File: config.mk
export PLATFORM = sky130hd
export DESIGN_NAME = chan_regbank
export DESIGN_NICKNAME = d
export VERILOG_FILES = /design/src/rtl/chrb_pkg.sv /design/src/rtl/chrb_edge_counter.sv /design/src/rtl/chrb_cfg_bank.sv /design/src/rtl/chan_regbank.sv
export SDC_FILE = /design/constraint.sdc
export NUM_CORES = 2
export LEC_CHECK = 0
export BUFFER_PORTS_ARGS = -buffer_cell sky130_fd_sc_hd__buf_2
export CORE_MARGIN = 1.5
export CORE_UTILIZATION = 55
export CTS_BUF_LIST = sky130_fd_sc_hd__clkbuf_4 sky130_fd_sc_hd__clkbuf_8
export CTS_CLUSTER_SIZE = 40
export DETAILED_ROUTE_END_ITERATION = 8
export PLACE_DENSITY = 0.76
export SLEW_MARGIN = 10
export SYNTH_ARGS = -nofsm -noshare
export SYNTH_HDL_FRONTEND = slang
export SYNTH_HIERARCHICAL = 1
export SYNTH_SLANG_ARGS = --single-unit
File: constraint.sdc
create_clock -name clk -period 3.55 [get_ports clk]
set_input_delay 0.1775 -clock clk [delete_from_list [all_inputs] [get_ports clk]]
set_output_delay 0.1775 -clock clk [all_outputs]
set_load 0.01 [all_outputs]
File: src/rtl/chrb_pkg.sv
package chrb_pkg;
  localparam logic [31:0] ID_WORD     = 32'h5442_4C4F;
  localparam logic [31:0] STATUS_WORD = 32'h0000_00FF;
  localparam int ADR_ID     = 'h000;
  localparam int ADR_STATUS = 'h004;
  localparam int CNT_BASE   = 'h100;
  localparam int CFG_BASE   = 'h200;

  // counter word address: channel ch (0-based), outdir selects the output line
  function automatic logic [11:0] cnt_addr(input int ch, input bit outdir);
    return 12'(CNT_BASE + 8 * ch + (outdir ? 4 : 0));
  endfunction

  function automatic logic [11:0] clr_addr(input int nch);
    return 12'(CNT_BASE + 8 * nch);
  endfunction

  function automatic logic [11:0] en_addr();
    return 12'(CFG_BASE);
  endfunction

  function automatic logic [11:0] dly_addr(input int ch);
    return 12'(CFG_BASE + 4 + 4 * ch);
  endfunction

  function automatic logic [11:0] wid_addr(input int ch, input int nch);
    return 12'(CFG_BASE + 4 + 4 * nch + 4 * ch);
  endfunction

  function automatic logic [11:0] per_addr(input int ch, input int nch);
    return 12'(CFG_BASE + 4 + 8 * nch + 4 * ch);
  endfunction
endpackage

File: src/rtl/chrb_edge_counter.sv
module chrb_edge_counter #(
  parameter int CNT_W = 32
) (
  input  logic             clk,
  input  logic             rst_n,
  input  logic             clr,
  input  logic             pulse,
  output logic [CNT_W-1:0] count
);
  logic [2:0] sync_q;
  logic       rise;

  always_ff @(posedge clk) begin
    if (!rst_n) sync_q <= '0;
    else        sync_q <= {sync_q[1:0], pulse};
  end

  assign rise = sync_q[1] & ~sync_q[2];

  always_ff @(posedge clk) begin
    if (!rst_n)    count <= '0;
    else if (clr)  count <= '0;
    else if (rise) count <= count + CNT_W'(1);
  end

  a_r5_clear_forces_zero: assert property (@(posedge clk) disable iff (!rst_n)
    clr |=> (count == '0));
  a_r3_step_at_most_one: assert property (@(posedge clk) disable iff (!rst_n)
    !clr |=> (count == $past(count) || count == $past(count) + CNT_W'(1)));
  a_r3_edge_counts: assert property (@(posedge clk) disable iff (!rst_n)
    (rise && !clr) |=> (count != $past(count)));
endmodule

File: src/rtl/chrb_cfg_bank.sv
module chrb_cfg_bank
  import chrb_pkg::*;
#(
  parameter int NCH = 6,
  parameter int DW  = 32
) (
  input  logic              clk,
  input  logic              rst_n,
  input  logic              wr_en,
  input  logic [11:0]       adr,
  input  logic [DW-1:0]     wr_dat,
  output logic [NCH-1:0]    enable,
  output logic              clr,
  output logic [NCH*DW-1:0] delay,
  output logic [NCH*DW-1:0] width,
  output logic [NCH*DW-1:0] period,
  output logic              cfg_hit,
  output logic [DW-1:0]     cfg_rdata
);
  logic en_wr, clr_wr;

  assign en_wr  = wr_en && (adr == en_addr());
  assign clr_wr = wr_en && (adr == clr_addr(NCH));

  always_ff @(posedge clk) begin
    if (!rst_n) begin
      enable <= '0;
      clr    <= 1'b0;
    end else begin
      if (en_wr)  enable <= wr_dat[NCH-1:0];
      if (clr_wr) clr    <= wr_dat[0];
    end
  end

  for (genvar c = 0; c < NCH; c++) begin : g_ch
    always_ff @(posedge clk) begin
      if (!rst_n) begin
        delay[c*DW +: DW]  <= '0;
        width[c*DW +: DW]  <= '0;
        period[c*DW +: DW] <= '0;
      end else if (wr_en) begin
        if (adr == dly_addr(c))      delay[c*DW +: DW]  <= wr_dat;
        if (adr == wid_addr(c, NCH)) width[c*DW +: DW]  <= wr_dat;
        if (adr == per_addr(c, NCH)) period[c*DW +: DW] <= wr_dat;
      end
    end
  end

  always_comb begin
    cfg_hit   = 1'b0;
    cfg_rdata = '0;
    if (adr == en_addr()) begin
      cfg_hit   = 1'b1;
      cfg_rdata = DW'(enable);
    end
    if (adr == clr_addr(NCH)) begin
      cfg_hit   = 1'b1;
      cfg_rdata = DW'(clr);
    end
    for (int c = 0; c < NCH; c++) begin
      if (adr == dly_addr(c)) begin
        cfg_hit = 1'b1; cfg_rdata = delay[c*DW +: DW];
      end
      if (adr == wid_addr(c, NCH)) begin
        cfg_hit = 1'b1; cfg_rdata = width[c*DW +: DW];
      end
      if (adr == per_addr(c, NCH)) begin
        cfg_hit = 1'b1; cfg_rdata = period[c*DW +: DW];
      end
    end
  end

  a_r6_enable_needs_write: assert property (@(posedge clk) disable iff (!rst_n)
    !wr_en |=> $stable(enable));
  a_r5_clear_not_self_clearing: assert property (@(posedge clk) disable iff (!rst_n)
    !wr_en |=> $stable(clr));
  a_r9_period_needs_write: assert property (@(posedge clk) disable iff (!rst_n)
    !wr_en |=> $stable(period));
endmodule

File: src/rtl/chan_regbank.sv
module chan_regbank
  import chrb_pkg::*;
#(
  parameter int NCH = 6,
  parameter int DW  = 32
) (
  input  logic              clk,
  input  logic              rst_n,
  input  logic              wb_cyc,
  input  logic              wb_stb,
  input  logic              wb_we,
  input  logic [11:0]       wb_adr,
  input  logic [DW-1:0]     wb_dat_i,
  output logic [DW-1:0]     wb_dat_o,
  output logic              wb_ack,
  input  logic [NCH-1:0]    pulse_in,
  input  logic [NCH-1:0]    pulse_out,
  output logic [NCH-1:0]    ch_enable,
  output logic [NCH*DW-1:0] ch_delay,
  output logic [NCH*DW-1:0] ch_width,
  output logic [NCH*DW-1:0] ch_period
);
  localparam int NCNT = 2 * NCH;

  logic              accept, wr_en, cnt_clr;
  logic              cfg_hit, rd_hit;
  logic [DW-1:0]     cfg_rdata, rdata;
  logic [NCNT*DW-1:0] counts;

  assign accept = wb_cyc && wb_stb && !wb_ack;
  assign wr_en  = accept && wb_we;

  chrb_cfg_bank #(.NCH(NCH), .DW(DW)) u_cfg (
    .clk(clk), .rst_n(rst_n), .wr_en(wr_en), .adr(wb_adr), .wr_dat(wb_dat_i),
    .enable(ch_enable), .clr(cnt_clr), .delay(ch_delay), .width(ch_width),
    .period(ch_period), .cfg_hit(cfg_hit), .cfg_rdata(cfg_rdata)
  );

  // counter k: channel k/2, even k counts the input line, odd k the output line
  for (genvar k = 0; k < NCNT; k++) begin : g_cnt
    chrb_edge_counter #(.CNT_W(DW)) u_cnt (
      .clk(clk), .rst_n(rst_n), .clr(cnt_clr),
      .pulse((k % 2 == 0) ? pulse_in[k/2] : pulse_out[k/2]),
      .count(counts[k*DW +: DW])
    );
  end

  always_comb begin
    rd_hit = cfg_hit;
    rdata  = cfg_rdata;
    if (wb_adr == 12'(ADR_ID)) begin
      rd_hit = 1'b1; rdata = ID_WORD;
    end
    if (wb_adr == 12'(ADR_STATUS)) begin
      rd_hit = 1'b1; rdata = STATUS_WORD;
    end
    for (int k = 0; k < NCNT; k++) begin
      if (wb_adr == cnt_addr(k / 2, (k % 2) == 1)) begin
        rd_hit = 1'b1; rdata = counts[k*DW +: DW];
      end
    end
  end

  always_ff @(posedge clk) begin
    if (!rst_n) begin
      wb_ack   <= 1'b0;
      wb_dat_o <= '0;
    end else begin
      wb_ack   <= accept;
      wb_dat_o <= (accept && !wb_we && rd_hit) ? rdata : '0;
    end
  end

  a_r11_ack_single_cycle: assert property (@(posedge clk) disable iff (!rst_n)
    wb_ack |=> !wb_ack);
  a_r11_ack_follows_strobe: assert property (@(posedge clk) disable iff (!rst_n)
    accept |=> wb_ack);
  a_r10_unmapped_reads_zero: assert property (@(posedge clk) disable iff (!rst_n)
    (accept && !wb_we && !rd_hit) |=> (wb_dat_o == '0));
  a_r1_id_word: assert property (@(posedge clk) disable iff (!rst_n)
    (accept && !wb_we && wb_adr == 12'(ADR_ID)) |=> (wb_dat_o == ID_WORD));
endmodule

# Word level (Yosys, flattened, before mapping)
# Cells that the tools add are included.
dict set report word_totals {
  ff_bits 1036
  inputBits 61
  out_inout_bits 615
  elab_cells 214
}
dict set report op_classes {
  addsub 12
  n_eq_ne 33
  n_mux 68
  n_bitwise 25
  n_reduce_logical 30
}
# cell count
set ops {}
lappend ops {{$mux W32} 32}
lappend ops {{$add A32 B1 Y32 const B} 12}
lappend ops {{$eq A12 B10 Y1 const B} 19}
lappend ops {{$eq A12 B9 Y1 const B} 13}
lappend ops {{$reduce_and A2 Y1} 19}
lappend ops {{$mux W1} 34}
lappend ops {{$not A1 Y1} 13}
lappend ops {{$and A1 B1 Y1} 12}
lappend ops {{$eq A12 B3 Y1 const B} 1}
lappend ops {{$logic_not A12 Y1} 1}
lappend ops {{$mux W6} 2}
lappend ops {{$logic_and A1 B1 Y1} 7}
lappend ops {{$logic_not A1 Y1} 2}
lappend ops {{$reduce_or A2 Y1} 1}

# Depth between registers and ports, before layout
dict set report depth {
  depth_word 37
  ltp_mapped 16
  depth_no_buf 12
}

# By module
# Netlist, hierarchy kept.
# mod n_inst cells_each area_per_inst_um2 seq_area_each_um2
set by_module_without_submodules {}
lappend by_module_without_submodules {chrb_cfg_bank 1 3471 26937.1 11671.2}
lappend by_module_without_submodules {{chrb_edge_counter at g_cnt[0].u_cnt ...} 11 191 1650.3 700.7}
lappend by_module_without_submodules {chan_regbank 1 782 5102.4 660.6}
lappend by_module_without_submodules {{chrb_edge_counter at g_cnt[9].u_cnt} 1 194 1664.1 700.7}

# Least setup slack after synthesis
# OpenSTA, ideal clock, no wires.
dict set report synth_timing {
  path_kind {input-to-reg}
  startpoint {input port wb_adr[0]}
  endpoint {register wb_dat_o[21]}
  setup_ns 0.091
  t_arrival_ns 3.097
  required_ns 3.459
  path_slack_ns 0.362
  path_stages 13
  path_buffers 4
  path_cell_list {buf_2 -> or4b_4 -> buf_6 -> nor3_1 -> clkbuf_1 -> nor2_1 -> nand4_1 -> nand4b_1 -> a211oi_1 -> a311o_1 -> buf_2 -> or4_1 -> a311oi_1}
}
dict set report synth_via {
  elab_chain_len 37
  word_cells_on_any_way 102
  classes_between {33 x eq/ne; 66 x mux; 3 x reduce/logical}
}
# element line_no
set synth_rtl {}
lappend synth_rtl {{start, declared} chan_regbank.sv:12} ;# input logic [11:0] wb_adr,
lappend synth_rtl {{$eq A12 B10 Y1} chrb_cfg_bank.sv:52} ;# if (adr == en_addr()) begin
lappend synth_rtl {{$mux W1} chrb_cfg_bank.sv:52}
lappend synth_rtl {{$mux W1} chrb_cfg_bank.sv:56} ;# if (adr == clr_addr(NCH)) begin
lappend synth_rtl {{$mux W1} chrb_cfg_bank.sv:61} ;# if (adr == dly_addr(c)) begin
lappend synth_rtl {{$mux W1} chrb_cfg_bank.sv:64} ;# if (adr == wid_addr(c, NCH)) begin
lappend synth_rtl {{$mux W1} chrb_cfg_bank.sv:67} ;# if (adr == per_addr(c, NCH)) begin
lappend synth_rtl {{$mux W1} chrb_cfg_bank.sv:61}
lappend synth_rtl {{$mux W1} chrb_cfg_bank.sv:64}
lappend synth_rtl {{[... 11 more ...]} -}
lappend synth_rtl {{$mux W1} chrb_cfg_bank.sv:64}
lappend synth_rtl {{$mux W1 (*)} chrb_cfg_bank.sv:67}
lappend synth_rtl {{via cfg_hit} chan_regbank.sv:26} ;# logic cfg_hit, rd_hit;
lappend synth_rtl {{$mux W1 (*)} chan_regbank.sv:51} ;# if (wb_adr == 12'(ADR_ID)) begin
lappend synth_rtl {{$mux W1 (*)} chan_regbank.sv:54} ;# if (wb_adr == 12'(ADR_STATUS)) begin
lappend synth_rtl {{$mux W1 (*) (12 in a row)} chan_regbank.sv:58} ;# if (wb_adr == cnt_addr(k / 2, (k % 2) == 1)) begin
lappend synth_rtl {{$logic_and A1 B1 Y1 (*)} chan_regbank.sv:70} ;# wb_dat_o <= (accept && !wb_we && rd_hit) ? rdata : '0;
lappend synth_rtl {{$reduce_and A2 Y1 (no line) (*)} -}
lappend synth_rtl {{end signal, assigned} chan_regbank.sv:70}
lappend synth_rtl {{end, declared} chan_regbank.sv:14} ;# output logic [DW-1:0] wb_dat_o,
# Mark *: on every way through the listed nets, which the timed path passes. The rest lies on a longest branch.
# A chain may end at the register's enable or synchronous reset.

# Worst setup path after layout
dict set report layout_timing {
  startpoint {input port wb_adr[11]}
  endpoint {register wb_dat_o[19]}
}
dict set report layout_via {
  word_cells_on_any_way 102
  classes_between {33 x eq/ne; 66 x mux; 3 x reduce/logical}
}
# element line_no
set layout_lines {}
lappend layout_lines {{$eq A12 B10 Y1} chrb_cfg_bank.sv:61}
lappend layout_lines {{$mux W32} chrb_cfg_bank.sv:61}
lappend layout_lines {{$mux W32} chrb_cfg_bank.sv:64}
lappend layout_lines {{$mux W32} chrb_cfg_bank.sv:67}
lappend layout_lines {{$mux W32} chrb_cfg_bank.sv:61}
lappend layout_lines {{$mux W32} chrb_cfg_bank.sv:64}
lappend layout_lines {{$mux W32} chrb_cfg_bank.sv:67}
lappend layout_lines {{$mux W32} chrb_cfg_bank.sv:61}
lappend layout_lines {{[... 7 more ...]} -}
lappend layout_lines {{$mux W32} chrb_cfg_bank.sv:67}
lappend layout_lines {{$mux W32} chrb_cfg_bank.sv:61}
lappend layout_lines {{$mux W32} chrb_cfg_bank.sv:64}
lappend layout_lines {{$mux W32 (*)} chrb_cfg_bank.sv:67}
lappend layout_lines {{via cfg_rdata[19]} chan_regbank.sv:27} ;# logic [DW-1:0] cfg_rdata, rdata;
lappend layout_lines {{$mux W32 (*)} chan_regbank.sv:51}
lappend layout_lines {{$mux W32 (*)} chan_regbank.sv:54}
lappend layout_lines {{$mux W32 (*) (12 in a row)} chan_regbank.sv:58}
# Marks and branches as above.

==> run summary <==
DR iter-0 viols = 9,575
Switching share of power = 24.7%
Average cell area after synthesis = 7.92 um2
Routed via count = 58,400
Routability congestion estimate = 1.16
Seq/Total Area, Yosys = 40.0%
Comb power frac = 4.2%
Worst path cell trace = dlygate4sd3_1 -> buf_2 -> buf_4 -> nor3_4 -> buf_12 -> nand2_2 -> buf_4 -> a31oi_4 -> buf_4 -> o21ai_1 -> o22ai_1 -> nor2_1 -> or4_1 -> nand2_1 -> a222oi_1 -> a22oi_1 -> o21ai_0 -> a311oi_1
CP Class = input pin to flop
# setup viols final = 0
Die Y = 310 um
RSZ-0062 raised after global routing = no
Top post-synthesis cells by count = 1,542 x nand2_1, 1,036 x dfxtp_1, 550 x a21boi_0
Tcrit/Tclk final = 96.3%
Crit path from = wb_adr[11]
R2R Path End = wb_dat_o[0]$_SDFF_PN0_
Vias in the first global route = 52,900
Post-synthesis cell type count = 99
Max cap viols = 0
CP Depth = 18
Worst setup EP type = flop
DRC Markers = 0
Slew Limit Fails = 0
CTS HTree Levels = 4
Post-synthesis compound-gate area fraction = 24.6%
Clock power frac = 47.2%
Switch Pwr = 5.95 mW
ANT nets after route = 0
DR vias/cell = 6.72
Max-Slew Margin vs Limit = 16.5%
Top-area cell type share of the netlist area = 40.0%
Pwr/cell area = 388 mW/mm2
Number of synthesized flops with an enable pin = 0
Skew-Pair Late Insertion Delay = 920 ps
First-pass detailed-route iteration total = 9
R2R Path Start = u_cfg/period[0]$_SDFFE_PN0P_
Synth Area in Adders = 0.290%
# nets final = 7,374
Largest cells by area after synthesis = dfxtp_1 40%, nand2_1 11%, a21boi_0 8.0%
Synth Area in Simple Gates = 26.9%
CP endpoint = wb_dat_o[19]$_SDFF_PN0_
Family with the most delay on the worst path = buffers and inverters
Main combinational cell family by area after synthesis = simple AND/OR/NAND/NOR gates
Mux contribution to synthesized area = 1.54%
Cell area after synthesis = 0.0519 mm2
Top-Level Pins = 676
Layout area overhead = 19.6%
GRT Overall Usage = 52.8%
Leakage = 23.0 nW
Dominant cell type by area after synthesis = dfxtp_1
Initial core utilization = 55.6%
Largest net degree at the start of global routing = 235
FMAX = 292 MHz
Synth warnings = 6
Finished Layout Cells = 8,691
Core area = 0.0933 mm2
Syn nets = 6,621
Layout cells sized above 1 = 19.9%
Final hold violations = 0
Max clock buf depth = 3
Pre-CTS setup slack = -286 ps
R2r setup slk = 650 ps
Total global routing overflow = 0
Top FF cell, synth = dfxtp_1
Worst Max-Slew Pin Slew = 1220 ps
Dpl hpwl = 198,000 um
Worst path max stage delay = 570 ps
Worst Reg-to-Reg Cells = 12
Worst vdd ir = 0.000403 V
Minimum clock period = 3420 ps
CTS tree = yes
Root buf cell = clkbuf_8
Inst Count DP = 8,325
Die Wd = 310 um
Reg clk slew, reported paths = 60 ps
Worst EP arrival = 4200 ps
Initial antenna violation count = 20
Die Area = 0.0961 mm2
Async SR Flop Fraction = 0%
WL per Instance = 30.5 um
Multi-input gate area = 0.0287 mm2
Crit path top cell by count = buf_4
Register area = 0.0207 mm2
Port bufs = 675
Fin Setup TNS = 0 ps
# fillers = 8,026
Flops & latches, synth = 1,036
Rows = 112
Maximum fanout along the worst path = 9
Cells after Synth = 6,548
Worst Hold Class = input pin to flop
WP buf/inv = 6
Status = finished clean
Post-synthesis xor/xnor area fraction = 1.71%
Final Util = 66.5%
Setup Skew = 51.4 ps
Total wire length = 265,000 um
Crit path launch type = input pin
First-pass GRT wire length = 369,000 um
Final setup margin = 131 ps
Clk sinks = 1,036
Worst path slowest cell = or4_1
Internal power = 18.1 mW
Register share of total power = 48.6%
WP data required = 4330 ps
Cts bufs inserted = 174
Most common cell in the netlist = nand2_1
[worst min-delay path by stage]
stage,to,slack (ps),depth (start not counted),from
after floorplan,g_cnt[0].u_cnt/sync_q[0]$_SDFF_PN0_,300,1,rst_n
after global placement,g_cnt[8].u_cnt/sync_q[0]$_SDFF_PN0_,380,2,pulse_in[4]
after detailed placement,g_cnt[6].u_cnt/sync_q[0]$_SDFF_PN0_,390,2,pulse_in[3]
after CTS,g_cnt[2].u_cnt/sync_q[0]$_SDFF_PN0_,0.9,3,pulse_in[1]
after global routing,g_cnt[8].u_cnt/sync_q[0]$_SDFF_PN0_,40,3,pulse_in[4]
final,g_cnt[2].u_cnt/sync_q[0]$_SDFF_PN0_,40,3,pulse_in[1]
[logic make-up (layout without fill, tap and decap cells)]
| logic type | Yosys count | count (layout) |
|---|---|---|
| other cells | 0 | 10 |
| buf+inv | 610 | 1488 |
| flops | 1036 | 1036 |
| xor+xnor | 101 | 101 |
| fa+ha+maj | 12 | 12 |
| compound gates | 1827 | 1828 |
| simple gates | 2883 | 2883 |
| mux | 79 | 79 |
[timing repair]
item	CTS	global route
endpoints found under the hold margin	616	0
setup buffers	0	3
hold buffers	50	0
resized for setup	0	3
setup endpoints to repair	0	2
[registers in the layout, indices dropped and copies added (netlist names)]
register            count
g_cnt.u_cnt/count     384
wb_ack                  1
u_cfg/width           192
u_cfg/delay           192
u_cfg/enable            6
u_cfg/clr               1
wb_dat_o               32
g_cnt.u_cnt/sync_q     36
u_cfg/period          192
[worst min-delay path, cell delays in order]
cell           delay [ps]
dlygate4sd3_1         520
buf_2                  90
and2_1                110
[power groups by stage]
stage | clock (mW) | sequential, mW | combinational [mW]
after CTS | 11.3 | 11.7 | 0.963
after detailed placement | 0 | 11.9 | 0.914
after floorplan | 0 | 11.9 | 0.546
after global routing | 11.9 | 11.7 | 1.03
final | 11.4 | 11.7 | 1.02
after global placement | 0 | 11.9 | 0.910
[area by class of cell]
class                           count  share of cell area, %
Clock inverter                     38                  0.601
Timing Repair Buffer             1108                   11.5
Clock buffer                      264                   5.24
Sequential cell                  1036                   33.4
Multi-Input combinational cell   4903                   46.2
Inverter                           78                  0.472
Tap cell                         1254                   2.53
Antenna cell                       10                 0.0403
[metal layers]
| metal | vias up | GRT usage [%] | wire length (um) |
|---|---|---|---|
| li1 | 25000 | - | - |
| met1 | 27200 | 58.8 | 88300 |
| met2 | 4781 | 77.8 | 111000 |
| met3 | 1425 | 18.8 | 35400 |
| met4 | 16 | 51.5 | 30800 |
| met5 | - | 0 | 106 |
[metrics by stage]
stage / total power [mW] / instance area (um2) / hold WS [ps]
final: 24.1 / 62000 / 39.9
after global routing: 24.6 / 62000 / 43.8
after CTS: 24.0 / 62000 / 0.853
after detailed placement: 12.9 / 57800 / 386
after global placement: 12.9 / 57800 / 381
after floorplan: 12.5 / 51900 / 299
[layout by cell type (no fill, tap or decap), drive strengths merged, types with 42 or more instances in the layout]
master,count
a21boi,578
a21oi,317
a221oi,90
a22o,42
a22oi,52
and2,75
buf,1058
clkbuf,264
dfxtp,1036
dlygate4sd3,50
inv,86
mux2i,71
nand2,1545
nand2b,90
nand3,123
nand4,103
nor2,334
nor3,115
nor4,61
o21ai,239
o22ai,105
o31ai,85
or3,127
or4,125
xnor2,49
xor2,52
No activity file was read; power rests on OpenSTA's default activity.
